--- src/rtl/spi_shift_pkg.sv ---
package spi_shift_pkg;

    localparam int CFG_W      = 32;
    localparam int CHAR_W     = 16;
    localparam int IDX_W      = $clog2(CHAR_W);
    localparam int PM_W       = 4;
    localparam int SLOW_SHIFT = 5;   // 2 * 16 as a shift
    localparam int FAST_SHIFT = 1;   // 2 as a shift
    localparam int HALF_W     = PM_W + SLOW_SHIFT + 1;
    localparam int EDGE_W     = IDX_W + 2;
    localparam int MIN_LEN_M1 = 3;

    // Configuration word field positions
    localparam int POS_CPOL  = 31;
    localparam int POS_CPHA  = 30;
    localparam int POS_MSB   = 29;
    localparam int POS_DIV16 = 28;
    localparam int POS_PM    = 24;
    localparam int POS_LEN   = 16;

    typedef struct packed {
        logic              cpol;
        logic              cpha;
        logic              msb_first;
        logic              div16;
        logic [PM_W-1:0]   pm;
        logic [IDX_W-1:0]  len_m1;
        logic              loop;
    } char_cfg_t;

    function automatic char_cfg_t decode_cfg(input logic [CFG_W-1:0] w, input logic lp);
        char_cfg_t c;
        c.cpol      = w[POS_CPOL];
        c.cpha      = w[POS_CPHA];
        c.msb_first = w[POS_MSB];
        c.div16     = w[POS_DIV16];
        c.pm        = w[POS_PM +: PM_W];
        c.len_m1    = (w[POS_LEN +: IDX_W] < IDX_W'(MIN_LEN_M1)) ? IDX_W'(MIN_LEN_M1)
                                                                : w[POS_LEN +: IDX_W];
        c.loop      = lp;
        return c;
    endfunction

    // Edge spacing minus one, in system clock cycles
    function automatic logic [HALF_W-1:0] half_limit(input char_cfg_t c);
        logic [HALF_W-1:0] base;
        base = HALF_W'(c.pm) + HALF_W'(1);
        base = c.div16 ? (base << SLOW_SHIFT) : (base << FAST_SHIFT);
        return base - HALF_W'(1);
    endfunction

    function automatic logic [EDGE_W-1:0] edge_total(input char_cfg_t c);
        return (EDGE_W'(c.len_m1) + EDGE_W'(1)) << 1;
    endfunction

    function automatic logic [IDX_W-1:0] bit_pos(input logic [IDX_W-1:0] len_m1,
                                                  input logic msb,
                                                  input logic [IDX_W-1:0] idx);
        return msb ? (len_m1 - idx) : idx;
    endfunction

endpackage

--- src/rtl/spi_half_timer.sv ---
module spi_half_timer #(
    parameter int HALF_W = 10
) (
    input  logic              clk,
    input  logic              rst,
    input  logic              clear,
    input  logic              run,
    input  logic [HALF_W-1:0] limit,
    output logic              tick
);
    logic [HALF_W-1:0] cnt;

    assign tick = run && !clear && (cnt == limit);

    always_ff @(posedge clk) begin
        if (rst || clear) begin
            cnt <= '0;
        end else if (run) begin
            cnt <= (cnt == limit) ? '0 : cnt + HALF_W'(1);
        end
    end
endmodule

--- src/rtl/spi_char_engine.sv ---
module spi_char_engine
    import spi_shift_pkg::*;
(
    input  logic               clk,
    input  logic               rst,
    input  logic               go,
    input  logic               tick,
    input  char_cfg_t          cfg_in,
    input  logic [CHAR_W-1:0]  tx_char,
    input  logic               miso,
    output logic               busy,
    output logic               done,
    output logic               sck,
    output logic               mosi,
    output logic [CHAR_W-1:0]  rx_char,
    output logic [HALF_W-1:0]  half_lim
);
    char_cfg_t          cur;
    logic [CHAR_W-1:0]  txd;
    logic [CHAR_W-1:0]  rx_acc;
    logic [CHAR_W-1:0]  rx_upd;
    logic [EDGE_W-1:0]  ecnt;
    logic [EDGE_W-1:0]  enext;
    logic               leading;
    logic               last;
    logic               sample_en;
    logic               drive_en;
    logic               din;
    logic               tx_next;

    assign half_lim = half_limit(cur);

    always_comb begin
        enext     = ecnt + EDGE_W'(1);
        leading   = enext[0];
        last      = (enext == edge_total(cur));
        // phase 0 samples on leading edges, phase 1 on trailing edges
        sample_en = tick && (leading ^ cur.cpha);
        drive_en  = tick && !last && (leading == cur.cpha);
        din       = cur.loop ? mosi : miso;
        rx_upd    = rx_acc;
        if (sample_en) begin
            rx_upd[bit_pos(cur.len_m1, cur.msb_first, ecnt[IDX_W:1])] = din;
        end
        tx_next   = txd[bit_pos(cur.len_m1, cur.msb_first, enext[IDX_W:1])];
    end

    always_ff @(posedge clk) begin
        if (rst) begin
            cur     <= '0;
            txd     <= '0;
            rx_acc  <= '0;
            rx_char <= '0;
            ecnt    <= '0;
            busy    <= 1'b0;
            done    <= 1'b0;
            sck     <= 1'b0;
            mosi    <= 1'b0;
        end else begin
            done <= 1'b0;
            if (go) begin
                cur    <= cfg_in;
                txd    <= tx_char;
                rx_acc <= '0;
                ecnt   <= '0;
                busy   <= 1'b1;
                sck    <= cfg_in.cpol;
                mosi   <= tx_char[bit_pos(cfg_in.len_m1, cfg_in.msb_first, '0)];
            end else if (busy) begin
                if (tick) begin
                    sck    <= ~sck;
                    ecnt   <= enext;
                    rx_acc <= rx_upd;
                    if (drive_en) begin
                        mosi <= tx_next;
                    end
                    if (last) begin
                        busy    <= 1'b0;
                        done    <= 1'b1;
                        rx_char <= rx_upd;
                        mosi    <= 1'b0;
                    end
                end
            end else begin
                sck <= cfg_in.cpol;
            end
        end
    end
endmodule

--- src/rtl/spi_char_shifter.sv ---
module spi_char_shifter
    import spi_shift_pkg::*;
(
    input  logic               clk,
    input  logic               rst,
    input  logic [CFG_W-1:0]   cfg_word,
    input  logic               loop_en,
    input  logic               start,
    input  logic [CHAR_W-1:0]  tx_char,
    input  logic               miso,
    output logic               busy,
    output logic               done,
    output logic               sck,
    output logic               mosi,
    output logic [CHAR_W-1:0]  rx_char
);
    char_cfg_t          cfg_dec;
    logic               go;
    logic               tick;
    logic [HALF_W-1:0]  half_lim;

    assign cfg_dec = decode_cfg(cfg_word, loop_en);
    assign go      = start && !busy;

    spi_half_timer #(.HALF_W(HALF_W)) u_timer (
        .clk   (clk),
        .rst   (rst),
        .clear (go),
        .run   (busy),
        .limit (half_lim),
        .tick  (tick)
    );

    spi_char_engine u_engine (
        .clk      (clk),
        .rst      (rst),
        .go       (go),
        .tick     (tick),
        .cfg_in   (cfg_dec),
        .tx_char  (tx_char),
        .miso     (miso),
        .busy     (busy),
        .done     (done),
        .sck      (sck),
        .mosi     (mosi),
        .rx_char  (rx_char),
        .half_lim (half_lim)
    );
endmodule

--- config.mk ---
export PLATFORM = sky130hd
export DESIGN_NAME = spi_char_shifter
export DESIGN_NICKNAME = d
export VERILOG_FILES = /design/src/rtl/spi_shift_pkg.sv /design/src/rtl/spi_half_timer.sv /design/src/rtl/spi_char_engine.sv /design/src/rtl/spi_char_shifter.sv
export SDC_FILE = /design/constraint.sdc
export NUM_CORES = 1
export LEC_CHECK = 0
export ABC_AREA = 0
export CORE_UTILIZATION = 50
export DETAILED_ROUTE_END_ITERATION = 10
export PLACE_DENSITY = 0.8
export SLEW_MARGIN = 40
export SYNTH_ARGS = -nofsm -noshare
export SYNTH_HDL_FRONTEND = slang
export SYNTH_SLANG_ARGS = --single-unit
--- constraint.sdc ---
create_clock -name clk -period 3.4 [get_ports clk]
set_input_delay 0.51 -clock clk [delete_from_list [all_inputs] [get_ports clk]]
set_output_delay 0.51 -clock clk [all_outputs]
set_load 0.01 [all_outputs]
# Word-level counts from Yosys, hierarchy flattened

Index checks and enable logic that the tools add are counted.

$add $sub $neg: 7
Magnitude comparators: 5
Equal/unequal tests: 4
Mux-type cells: 28
Bitwise operators: 5
Reductions and logical operators: 19

Operators by type and width:

| operator                                                          | number |
|---|---|
| 2-to-1 mux 10 bit                                                 | 2 |
| 2-to-1 mux 1 bit                                                  | 17 |
| bitwise mux 16 bit                                                | 1 |
| 2-to-1 mux 16 bit                                                 | 1 |
| 2-to-1 mux 4 bit                                                  | 4 |
| less-than comparator 4 x 5 -> 1 bit, second input constant        | 3 |
| adder 10 x 1 -> 10 bit, second input constant                     | 1 |
| adder 4 x 1 -> 5 bit, second input constant                       | 2 |
| equality test 10 bit                                              | 1 |
| subtractor 10 x 1 -> 10 bit, second input constant                | 1 |
| binary-select mux 1 bit (select 4 bit)                            | 2 |
| subtractor 4 bit                                                  | 2 |
| logical AND 1 bit                                                 | 7 |
| adder 6 x 1 -> 6 bit, second input constant                       | 1 |
| equality test 6 bit                                               | 1 |
| demux 1 bit (select 4 bit)                                        | 1 |
| greater-or-equal comparator 4 x 1 -> 1 bit, second input constant | 1 |
| less-than comparator 4 x 2 -> 1 bit, second input constant        | 1 |
| inverter 1 bit                                                    | 4 |
| AND reduction 4 bit                                               | 1 |
| nonzero test 2 bit                                                | 2 |
| OR reduction 4 bit                                                | 1 |
| logical NOT 1 bit                                                 | 3 |
| != test 3 x 2 -> 1 bit, second input constant                     | 1 |
| 7 further kinds                                                   | 7 |

Register bits after elaboration: 80
Input port bits: 53
Output and inout bits: 20
Word-level logic and storage cells: 83

# Depth between registers and ports, before layout

Gate-level depths: netlist of run 1.

Depth after elaboration: 12
Mapped depth: 12

# Modules after synthesis

Synthesis of run 1 repeated with hierarchy kept, for this count alone.

Cell total of the unflattened synthesis: 526
Area total of the unflattened synthesis: 4,513.1 um2

Modules (own cells, without submodules):

| module           | instances | cells an instance | area an instance (um2) | seq. area each (um2) |
|---|---|---|---|---|
| spi_char_engine  | 1         | 456               | 3,896.2                | 1,401.3 |
| spi_half_timer   | 1         | 65                | 588.1                  | 200.2 |
| spi_char_shifter | 1         | 5                 | 28.8                   | 0.0 |

# Worst setup path before layout of run 1

No wires, ideal clock.

Kind: reg-to-reg
From: reg u_engine.cur[6] in the netlist's numbering
To: reg u_engine.rx_acc[9]
Library setup time: 117 ps
Arrival time: 2,863 ps
Required time: 3,283 ps
Slack: 420 ps
Stages on the path, launching flop included: 11
Path buffers: 1
Path through: dfxtp_1 ha_1 buf_2 nor2b_1 a2111o_1 o2111ai_1 mux2_2 or2_2 or4_1 a22oi_1 o21ai_1

Cells in the longest elaborated chain, start to end: 7
Elaborated cells between the ends (all ways): 8
Classes of those cells: add/sub: 2; eq/ne: 1; mux: 2; reduce/logical: 3

RTL lines:

| item                            | line                  | text |
|---|---|---|
| start, declared                 | spi_char_engine.sv:18 | `char_cfg_t cur;` |
| start signal, assigned          | spi_char_engine.sv:62 | `cur <= cfg_in;` |
| adder 4 x 1 -> 5 bit (*)        | spi_shift_pkg.sv:47   | `base = HALF_W'(c.pm) + HALF_W'(1);` |
| 2-to-1 mux 10 bit (*)           | spi_shift_pkg.sv:48   | `base = c.div16 ? (base << SLOW_SHIFT) : (base << FAST_SHIFT);` |
| subtractor 10 x 1 -> 10 bit (*) | spi_shift_pkg.sv:49   | `return base - HALF_W'(1);` |
| equality test 10 bit (*)        | spi_half_timer.sv:13  | `assign tick = run && !clear && (cnt == limit);` |
| logical AND 1 bit (*)           | spi_half_timer.sv:13  |  |
| logical AND 1 bit               | spi_char_engine.sv:38 | `sample_en = tick && (leading ^ cur.cpha);` |
| 2-to-1 mux 16 bit               | spi_char_engine.sv:42 | `if (sample_en) begin` |
| end signal, assigned            | spi_char_engine.sv:73 | `rx_acc <= rx_upd;` |
| end, declared                   | spi_char_engine.sv:20 | `logic [CHAR_W-1:0] rx_acc;` |

Mark *: on every way between the ends. The rest lies on a longest branch, timed or not.
A chain may end at the register's enable or synchronous reset.

# Worst setup path in the final report of run 1

From: reg u_engine.cur[6] in the netlist's numbering
To: reg u_engine.rx_char[3]

Cells in the longest elaborated chain, start to end: 7
Elaborated cells between the ends (all ways): 8
Classes of those cells: add/sub: 2; eq/ne: 1; mux: 2; reduce/logical: 3

RTL lines:

| item                            | line                  | text |
|---|---|---|
| adder 4 x 1 -> 5 bit (*)        | spi_shift_pkg.sv:47   |  |
| 2-to-1 mux 10 bit (*)           | spi_shift_pkg.sv:48   |  |
| subtractor 10 x 1 -> 10 bit (*) | spi_shift_pkg.sv:49   |  |
| equality test 10 bit (*)        | spi_half_timer.sv:13  |  |
| logical AND 1 bit (*)           | spi_half_timer.sv:13  |  |
| logical AND 1 bit               | spi_char_engine.sv:38 |  |
| 2-to-1 mux 16 bit               | spi_char_engine.sv:42 |  |
| end signal, assigned            | spi_char_engine.sv:80 | `rx_char <= rx_upd;` |
| end, declared                   | spi_char_engine.sv:15 | `output logic [CHAR_W-1:0] rx_char,` |

Marked as above.

==> metrics.csv, run 1 <==
stage;metric;value;unit
cts;CTS tree;built;
routing;drt drc;0;
cts;clk_lat worst skew;350;ps
yosys;EDFF count, synth;0;
yosys;Area contributors post-synth;dfxtp_1 31%, nand2_1 6.3%, a21oi_1 4.7%;
setup_path;Crit Reg-Reg Startpoint;u_engine.cur[6];
yosys;Synth area leader;dfxtp_1;
setup_path;Critical Path RT;3670;ps
routing;First-pass DRT Iterations;5;
cts;Worst-path clk slew;80;ps
min_path;Hold Path Class;flip-flop to flip-flop;
timing;final-report max-slew violation count;0;
yosys;Post-Synthesis Cell Area;5090;um2
routing;DR iter-0 viols;271;
power;pwr/cell area;346;nW/um2
routing;Antenna Nets Post-Route;0;
setup_path;R2R setup slack;180;ps
grt;initial antenna violation count;0;
grt;largest net degree at the start of global routing;32;
setup_path;worst r2r dst;u_engine.rx_char[3];
finish;design area;6000;um2
run_status;outcome;finished clean;
run;maxcap violations;0;
cts;CTS H-tree depth;3;
floorplan;Die Footprint;10600;um2
yosys;commonest cells in the netlist;85 x nand2_1, 80 x dfxtp_1, 48 x a21oi_1;
yosys;post-synthesis cell type count;75;
yosys;Syn Area/Cell;8.03;um2
setup_path;CP Class;flip-flop to flip-flop;
timing;Worst-Margin Slew;641;ps
setup_path;Worst setup SP type;flip-flop;
yosys;top-area cell type share of the netlist area;31.4;%
yosys;Post-synth top flop;dfxtp_1;
timing;Achievable Freq;0.311;GHz
grt;vias in the first global route;4578;
yosys;Post-synth ARST share;0;%
placement;Final Wtd Congestion;0.906;
floorplan;std cell rows;36;
yosys;Seq cells post-synth;80;
routing;Post-Route WL;13.0;mm
yosys;Seq/Total Area, Yosys;31.4;%
timing;Hold Violations, Final;0;
finish;Area Growth Syn to Fin;17.8;%
cts;maximum clock insertion buffer count;2;
routing;vias;4837;
cts;CTS Buf Count;9;
floorplan;CORE AREA;9820;um2
placement;Post-DP HPWL;9.43;mm
floorplan;I/O pin count;73;
power;peak supply drop;0.186;mV
finish;fin nets;741;
placement;Post-Place Cell Area;5740;um2
routing;Via density;5.94;
cts;hold buffer count at CTS;0;
floorplan;Die W;103;um
placement;cell count after placement;798;
cts;root buf cell;clkbuf_8;
timing;min cycle time layout;3220;ps
finish;layout cells sized above 1;11.5;%
setup_path;Worst setup EP type;flip-flop;
routing;wire per inst;16.0;um
floorplan;chip height;103;um
cts;CTS Sinks;80;
grt;gr ovfl total;0;
timing;final setup fails;0;
finish;Final Instance Count excl. Fillers;814;
setup_path;crit path launch;u_engine.cur[6];
timing;Rel. slew slack;56.7;%
power;LEAKAGE;2.07;nW
yosys;cell with the most instances after synthesis;nand2_1;
setup_path;maximum fanout along the worst path;11;
setup_path;critical path data arrival time;3490;ps
finish;Inserted Diodes;0;
timing;Period Utilization, post-route;94.7;%
grt;global-route wire length before repair;21.4;mm
timing;Worst Skew;10.4;ps
yosys;Mapped Cells;634;
yosys;Synth Warn #;0;
yosys;Syn Nets;699;
floorplan;initial core utilization;51.9;%
grt;GR Util All Layers;25.5;%
placement;port bufs;52;
setup_path;Reg2Reg Depth;8;
setup_path;crit path capture;u_engine.rx_char[3];
[registers in the layout (all words and copies together), names as in the netlist]
signal and cells:
u_engine.rx_acc 16, u_engine.rx_char 16, u_engine.txd 16, u_engine.cur 12
u_timer.cnt 10, u_engine.ecnt 6, u_engine.busy 1, u_engine.done 1
u_engine.mosi 1, u_engine.sck 1
[where the power goes]
part           switching [mW]  internal, mW
registers              0.0305         0.960
logic                   0.195         0.153
clock network           0.356         0.381
total                   0.581          1.49
[cell families after synthesis]
logic type	count (synthesis)	synth area share [%]
and+or+nand+nor	259	26.9
AOI/OAI and AO/OA	155	20.4
DFF	80	31.4
buffers and inverters	68	5.65
xor gates and xnor gates	30	5.16
muxes	30	7.25
adders and majority gates	12	3.24
[per-stage QoR]
stage / power [mW] / setup slack (ps) / hold slack, ps / TNS [ps] / util (%)
after floorplan: 1.23 / 420 / 433 / 0 / -
after global placement: 1.33 / 183 / 435 / 0 / 58.5
after detailed placement: 1.34 / 96.8 / 445 / 0 / 58.5
after CTS: 2.07 / 78.8 / 459 / 0 / 60.6
after global routing: 2.16 / -35.3 / 475 / -67.6 / 61.1
final: 2.08 / 180 / 457 / 0 / 61.1
[timing repair]
item,CTS,global route
gates resized for setup,0,9
endpoints found under the setup margin,0,48
buffers inserted,0,0
[placed cells by master, fill, tap and decap left out, types with 19 or more instances in the layout]
cell             count
inv_1               28
a21oi_1             48
mux2i_1             20
xnor2_1             20
nor2_1              41
nand2_1             85
buf_4               19
clkdlybuf4s50_1     52
nand3_1             32
o21ai_0             24
dfxtp_1             80
[critical path, stage by stage (launching register included)]
cell and delay [ps]:
dfxtp_1 320, ha_2 470, nor2b_1 140, o311ai_0 610, or4b_4 620, nor4_4 430, buf_4 250, a21oi_1 80
o31ai_1 210
[worst min path at each step]
| stage | start | end | slack (ps) | cells past startpoint |
|---|---|---|---|---|
| 2_1_floorplan | u_engine.txd[10] | u_engine.txd[10] | 430 | 2 |
| 3_3_place_gp | u_engine.rx_char[8] | u_engine.rx_char[8] | 440 | 2 |
| 3_5_place_dp | u_engine.rx_char[3] | u_engine.rx_char[3] | 440 | 2 |
| 4_1_cts | u_engine.txd[7] | u_engine.txd[7] | 460 | 2 |
| 5_1_grt | u_engine.txd[7] | u_engine.txd[7] | 480 | 2 |
| 6_report | u_engine.txd[8] | u_engine.txd[8] | 460 | 2 |
[area by class of cell]
| class | count | area, um2 |
|---|---|---|
| clock buffer | 12 | 155 |
| tap | 133 | 166 |
| inverter | 28 | 105 |
| multi-input combinational | 486 | 3250 |
| timing repair buffer | 71 | 663 |
| clock inverter | 4 | 52.6 |
| fill | 912 | 3820 |
| sequential | 80 | 1600 |
[metal layers]
layer | track usage (%) | wire length, um | share of wire (%) | vias to the layer above
li1 | - | - | - | 2365
met1 | 33.2 | 5730 | 44 | 2263
met2 | 43.2 | 6160 | 47 | 184
met3 | 3.93 | 864 | 6.6 | 25
met4 | 8.45 | 264 | 2.0 | 0
met5 | 0 | 0 | 0 | -
Note: power is estimated with default switching activity, not from simulation.
==> run 2: changes to the inputs <==
- CORE_UTILIZATION: 50 -> 55
- PLACE_DENSITY: 0.8 -> 0.86
==> run 2 against run 1 <==
  * Sequential power is essentially flat
  * Clock-buffer cell count fell by 2
  * Setup slack lost 15 ps
  * Fmax is 0.47% lower
  * Combinational power about the same
  * Power is 1.9% higher
  * Sequential share of layout area increased by 0.15 points
  * Global-route usage is 3.0 points higher
  * Clock power rose by 5.4%
  * Critical endpoint is now u_engine.rx_char[9]
==> metrics.csv, run 2 (synthesized netlist as in run 1, its figures left out) <==
stage;metric;value;unit
run_status;outcome;finished clean;
timing;RSZ-0062 raised after global routing;false;
timing;Period Utilization, post-route;95.2;%
setup_path;Worst setup SP type;flip-flop;
floorplan;CORE AREA;8850;um2
cts;CTS Buf Count;9;
finish;Inserted Diodes;0;
setup_path;Buf/Inv on CP;0;
grt;gr ovfl total;0;
grt;vias in the first global route;4650;
cts;post_cts resized;0;
power;pwr/cell area;355;nW/um2
routing;drt drc;0;
routing;Via density;6.25;
finish;Final Instance Count excl. Fillers;788;
setup_path;Reg2Reg Depth;9;
timing;Hold Violations, Final;0;
grt;global-route wire length before repair;22.2;mm
setup_path;Crit Reg-Reg Startpoint;u_engine.cur[6];
cts;setup repair bufs after CTS;0;
routing;wire per inst;17.1;um
timing;Worst-Margin Slew;759;ps
setup_path;CP Class;flip-flop to flip-flop;
floorplan;Die W;98.2;um
floorplan;Die Footprint;9650;um2
cts;CTS tree;built;
cts;maximum clock insertion buffer count;2;
power;Net Sw Frac;28.0;%
setup_path;CP cell instances;ha_2, nor2b_2, a2111o_1, o2111ai_1, mux2_2, or2_2, or4_1, mux2i_1, o21ai_0;
floorplan;I/O pin count;73;
setup_path;Critical Path RT;3650;ps
power;Comb pwr share;16.5;%
grt;GR Util All Layers;28.5;%
routing;DR iter-0 viols;344;
power;switching power total;0.592;mW
routing;First-pass DRT Iterations;7;
finish;layout cells sized above 1;11.5;%
timing;final-report max-slew violation count;0;
cts;hold buffer count at CTS;0;
timing;Worst Skew;13.4;ps
floorplan;chip height;98.2;um
timing;Achievable Freq;0.309;GHz
min_path;Hold Path Origin;u_engine.txd[0];
finish;fin nets;741;
grt;initial antenna violation count;0;
min_path;Hold EP;u_engine.txd[0];
cts;root buf cell;clkbuf_8;
finish;most frequent cells in the layout;85 x nand2_1, 80 x dfxtp_1, 52 x clkdlybuf4s50_1;
power;peak supply drop;0.214;mV
finish;Util after Layout;67.4;%
placement;port bufs;52;
finish;commonest non-fill, non-tap cell in the layout;nand2_1;
timing;Rel. slew slack;49.4;%
power;clock share of power;36.7;%
placement;dpl ws;90.8;ps
cts;clk_lat worst skew;370;ps
cts;CTS H-tree depth;3;
timing;final setup fails;0;
power;LEAKAGE;2.06;nW
finish;Largest regs;u_engine.rx_acc: 16 flops, u_engine.rx_char: 16 flops, u_engine.txd: 16 flops;
timing;min cycle time layout;3240;ps
setup_path;Worst setup EP type;flip-flop;
setup_path;CP top delay family;simple AND/OR/NAND/NOR gates;
cts;CTS Sinks;80;
floorplan;initial core utilization;57.6;%
finish;Area Growth Syn to Fin;17.1;%
setup_path;CP max stage cell;or4_1;
grt;largest net degree at the start of global routing;31;
placement;Final Wtd Congestion;0.944;
power;Seq pwr share;46.8;%
routing;Post-Route WL;13.5;mm
min_path;WHS Path Cells;2;
routing;vias;4928;
setup_path;Largest stage delay, worst path;600;ps
setup_path;R2R setup slack;160;ps
timing;setup ws final;165;ps
cts;Worst-path clk slew;90;ps
min_path;Hold Path Class;flip-flop to flip-flop;
power;Int Pwr;1.52;mW
timing;setup_tns;0;ps
setup_path;critical path data arrival time;3490;ps
setup_path;worst r2r dst;u_engine.rx_char[9];
routing;Antenna Nets Post-Route;0;
placement;cell count after placement;773;
run;maxcap violations;0;
setup_path;maximum fanout along the worst path;11;
floorplan;std cell rows;34;
placement;Post-DP HPWL;9.66;mm
==> run 2: cell types whose count changed in the layout (fill, tap and decap cells not counted), sizes merged <==
cell    change
bufinv      +1
clkbuf      -2
==> run 2: layout make-up <==
cell class	count	area, um2
Timing Repair Buffer	71	667
Clock inverter	5	82.6
Fill cell	763	2880
Inverter	28	105
Clock buffer	10	128
Sequential cell	80	1600
Multi-Input combinational cell	486	3250
Tap cell	108	135
==> run 2: routing by layer <==
metal / wire [um] / up-vias / track usage [%]
met2: 6430 / 212 / 48.1
li1: - / 2355 / -
met4: 366 / 0 / 11.9
met3: 956 / 41 / 4.72
met5: 0 / - / 0
met1: 5760 / 2320 / 36.1
==> run 2: power by group through the flow <==
stage | combinational [mW] | sequential [mW] | clock (mW)
6_report | 0.349 | 0.990 | 0.777
4_1_cts | 0.336 | 0.989 | 0.779
5_1_grt | 0.379 | 0.995 | 0.824
2_1_floorplan | 0.230 | 0.998 | 0
3_3_place_gp | 0.323 | 1.01 | 0
3_5_place_dp | 0.334 | 1.01 | 0
==> run 2: worst min-delay path, stage by stage (launching register included) <==
cell	delay [ps]
dfxtp_1	310
nand2_1	50
a21oi_1	50
==> run 2: stage by stage <==
| step | hold slack [ps] | power [mW] | instance area, um2 |
|---|---|---|---|
| floorplan | 433 | 1.23 | 5090 |
| CTS | 459 | 2.10 | 5920 |
| global placement | 436 | 1.33 | 5710 |
| global route | 477 | 2.20 | 5960 |
| finish | 455 | 2.12 | 5960 |
| detailed placement | 443 | 1.34 | 5710 |
==> run 2: how the worst max path moves through the flow <==
stage | start | to | slack, ps | cells after the start
floorplan | u_engine.cur[6] | u_engine.rx_acc[9] | 420 | 10
global placement | u_engine.cur[5] | u_engine.rx_acc[4] | 130 | 9
detailed placement | u_engine.cur[5] | u_engine.rx_acc[9] | 90 | 9
CTS | u_engine.cur[5] | u_engine.rx_acc[9] | 50 | 9
global route | u_engine.cur[6] | u_engine.rx_char[3] | 20 | 9
finish | u_engine.cur[6] | u_engine.rx_char[9] | 160 | 9
==> run 3: changes to the inputs <==
- CORE_UTILIZATION: 55 -> 41
- DONT_BUFFER_PORTS: not set -> 1
- PLACE_DENSITY: 0.86 -> 0.61
==> run 3 against run 2 <==
  * Non-clock buffer count fell by 52
  * Combinational power is 18% lower
  * Critical path depth unchanged
  * Register-to-register slack better by 40 ps
  * Flip-flop and latch count stayed put
  * Clock-buffer cell count grew 2
  * Global-route usage fell by 7.4 points
  * Worst hold slack worse by 210 ps
  * Utilization decreased by 21 points
  * Via count shrank 8.2%
  * Final area fell by 6.0%
  * Critical endpoint unchanged
  * Largest power group is now the clock network
==> metrics.csv, run 3 (synthesized netlist as in run 1, its figures left out) <==
stage;metric;value;unit
run_status;outcome;finished clean;
run;maxcap violations;0;
min_path;Hold Path Origin;rst;
setup_path;CP max stage cell;or4b_4;
grt;vias in the first global route;4303;
grt;global-route wire length before repair;21.5;mm
finish;most frequent cells in the layout;85 x nand2_1, 80 x dfxtp_1, 48 x a21oi_1;
timing;RSZ-0062 raised after global routing;false;
finish;commonest non-fill, non-tap cell in the layout;nand2_1;
floorplan;std cell rows;40;
cts;clk_lat worst skew;340;ps
floorplan;I/O pin count;73;
setup_path;Worst setup EP type;flip-flop;
timing;Hold WS;249;ps
timing;Rel. slew slack;47.8;%
power;pwr/cell area;406;nW/um2
timing;Achievable Freq;0.313;GHz
grt;gr ovfl total;0;
setup_path;Critical Path RT;3610;ps
floorplan;Die W;113;um
setup_path;CP cell instances;ha_2, nor2b_1, a32oi_1, or3b_1, a21oi_1, or4b_4, or4_1, mux2i_1, o21ai_0;
grt;largest net degree at the start of global routing;34;
setup_path;Worst setup SP type;flip-flop;
timing;final-report max-slew violation count;0;
floorplan;Die Footprint;12900;um2
finish;fin nets;689;
timing;Period Utilization, post-route;93.9;%
cts;hold buffer count at CTS;0;
placement;Post-DP HPWL;9.43;mm
placement;port bufs;0;
cts;Worst-path clk slew;60;ps
routing;vias;4522;
grt;initial antenna violation count;0;
floorplan;initial core utilization;42.2;%
routing;Post-Route WL;12.9;mm
floorplan;chip height;113;um
routing;wire per inst;16.3;um
setup_path;maximum fanout along the worst path;11;
setup_path;critical path data arrival time;3400;ps
routing;DR iter-0 viols;241;
setup_path;crit path launch;u_engine.cur[6];
timing;Worst-Margin Slew;784;ps
timing;setup_tns;0;ps
power;Final Power;2.27;mW
finish;Area Growth Syn to Fin;10.1;%
finish;Final Instance Count excl. Fillers;796;
cts;root buf cell;clkbuf_16;
timing;setup ws final;209;ps
finish;Inserted Diodes;0;
grt;GR Util All Layers;21.1;%
cts;maximum clock insertion buffer count;2;
routing;drt drc;0;
setup_path;Largest stage delay, worst path;640;ps
finish;Largest regs;u_engine.rx_acc: 16 flops, u_engine.rx_char: 16 flops, u_engine.txd: 16 flops;
cts;CTS Buf Count;9;
min_path;Hold Path Class;input pin to flip-flop;
cts;CTS H-tree depth;3;
timing;Hold Violations, Final;0;
cts;CTS tree;built;
timing;min cycle time layout;3190;ps
setup_path;Crit Reg-Reg Startpoint;u_engine.cur[6];
routing;Via density;5.68;
timing;Worst Skew;8.03;ps
floorplan;CORE AREA;12100;um2
placement;cell count after placement;781;
routing;First-pass DRT Iterations;4;
cts;setup repair bufs after CTS;0;
cts;CTS Sinks;80;
timing;final setup fails;0;
placement;dpl ws;139;ps
finish;layout cells sized above 1;12.3;%
placement;Final Wtd Congestion;0.863;
setup_path;CP Class;flip-flop to flip-flop;
power;peak supply drop;0.186;mV
routing;Antenna Nets Post-Route;0;
power;LEAKAGE;1.92;nW
## run 3: changes by cell type in the layout (fill, tap and decap cells not counted), moves of 2 or more
cell,before,now
clkbuf_16,0,9
clkbuf_8,9,3
clkinv_4,2,0
clkdlybuf4s50_1,52,0
## run 3: worst max-delay path: cells and delay by family, from the launching register on
kind / cells / cell delay (ps)
and+or+nand+nor: 4 / 1540
DFF: 1 / 310
muxes: 1 / 210
adders and majority gates: 1 / 450
AOI/OAI and AO/OA: 3 / 560
## run 3: path summary, 6_finish.rpt
path | to | cells after the start | slack (ps)
worst max register to register | u_engine.rx_char[9] | 9 | 210
worst min-delay path | u_engine.txd[3] | 1 | 250
worst min register to register | u_engine.txd[8] | 2 | 450
worst max-delay path | u_engine.rx_char[9] | 9 | 210
## run 3: cell type report
cell class | instances | area [um2]
tap | 168 | 210
multi-input combinational | 486 | 3240
clock buffer | 12 | 267
timing repair buffer | 19 | 143
sequential | 80 | 1600
inverter | 28 | 105
fill | 1209 | 6460
clock inverter | 3 | 40.0
## run 3: stage by stage
| stage | cell area, um2 | util, % |
|---|---|---|
| 5_1_grt | 5610 | 46.5 |
| 2_1_floorplan | 5090 | - |
| 3_3_place_gp | 5270 | 43.7 |
| 3_5_place_dp | 5280 | 43.8 |
| 6_report | 5610 | 46.5 |
| 4_1_cts | 5590 | 46.3 |
## run 3: repair_timing
action | in CTS | in global routing
gates resized for setup | 0 | 5
hold endpoints to repair | 0 | 0
endpoints found under the setup margin | 0 | 32
## run 3: routing by layer
metal	wire length [um]	global-route usage [%]
met2	5990	33.5
met3	611	5.42
met4	305	6.84
met1	6030	28.0
met5	0	0
## run 3: where the power goes
group | internal [mW] | total, mW | switching, mW | leakage [nW]
clock | 0.622 | 0.997 | 0.375 | 0.154
sequential | 0.961 | 0.991 | 0.0299 | 0.650
combinational | 0.115 | 0.285 | 0.170 | 1.11
total | 1.70 | 2.27 | 0.575 | 1.92
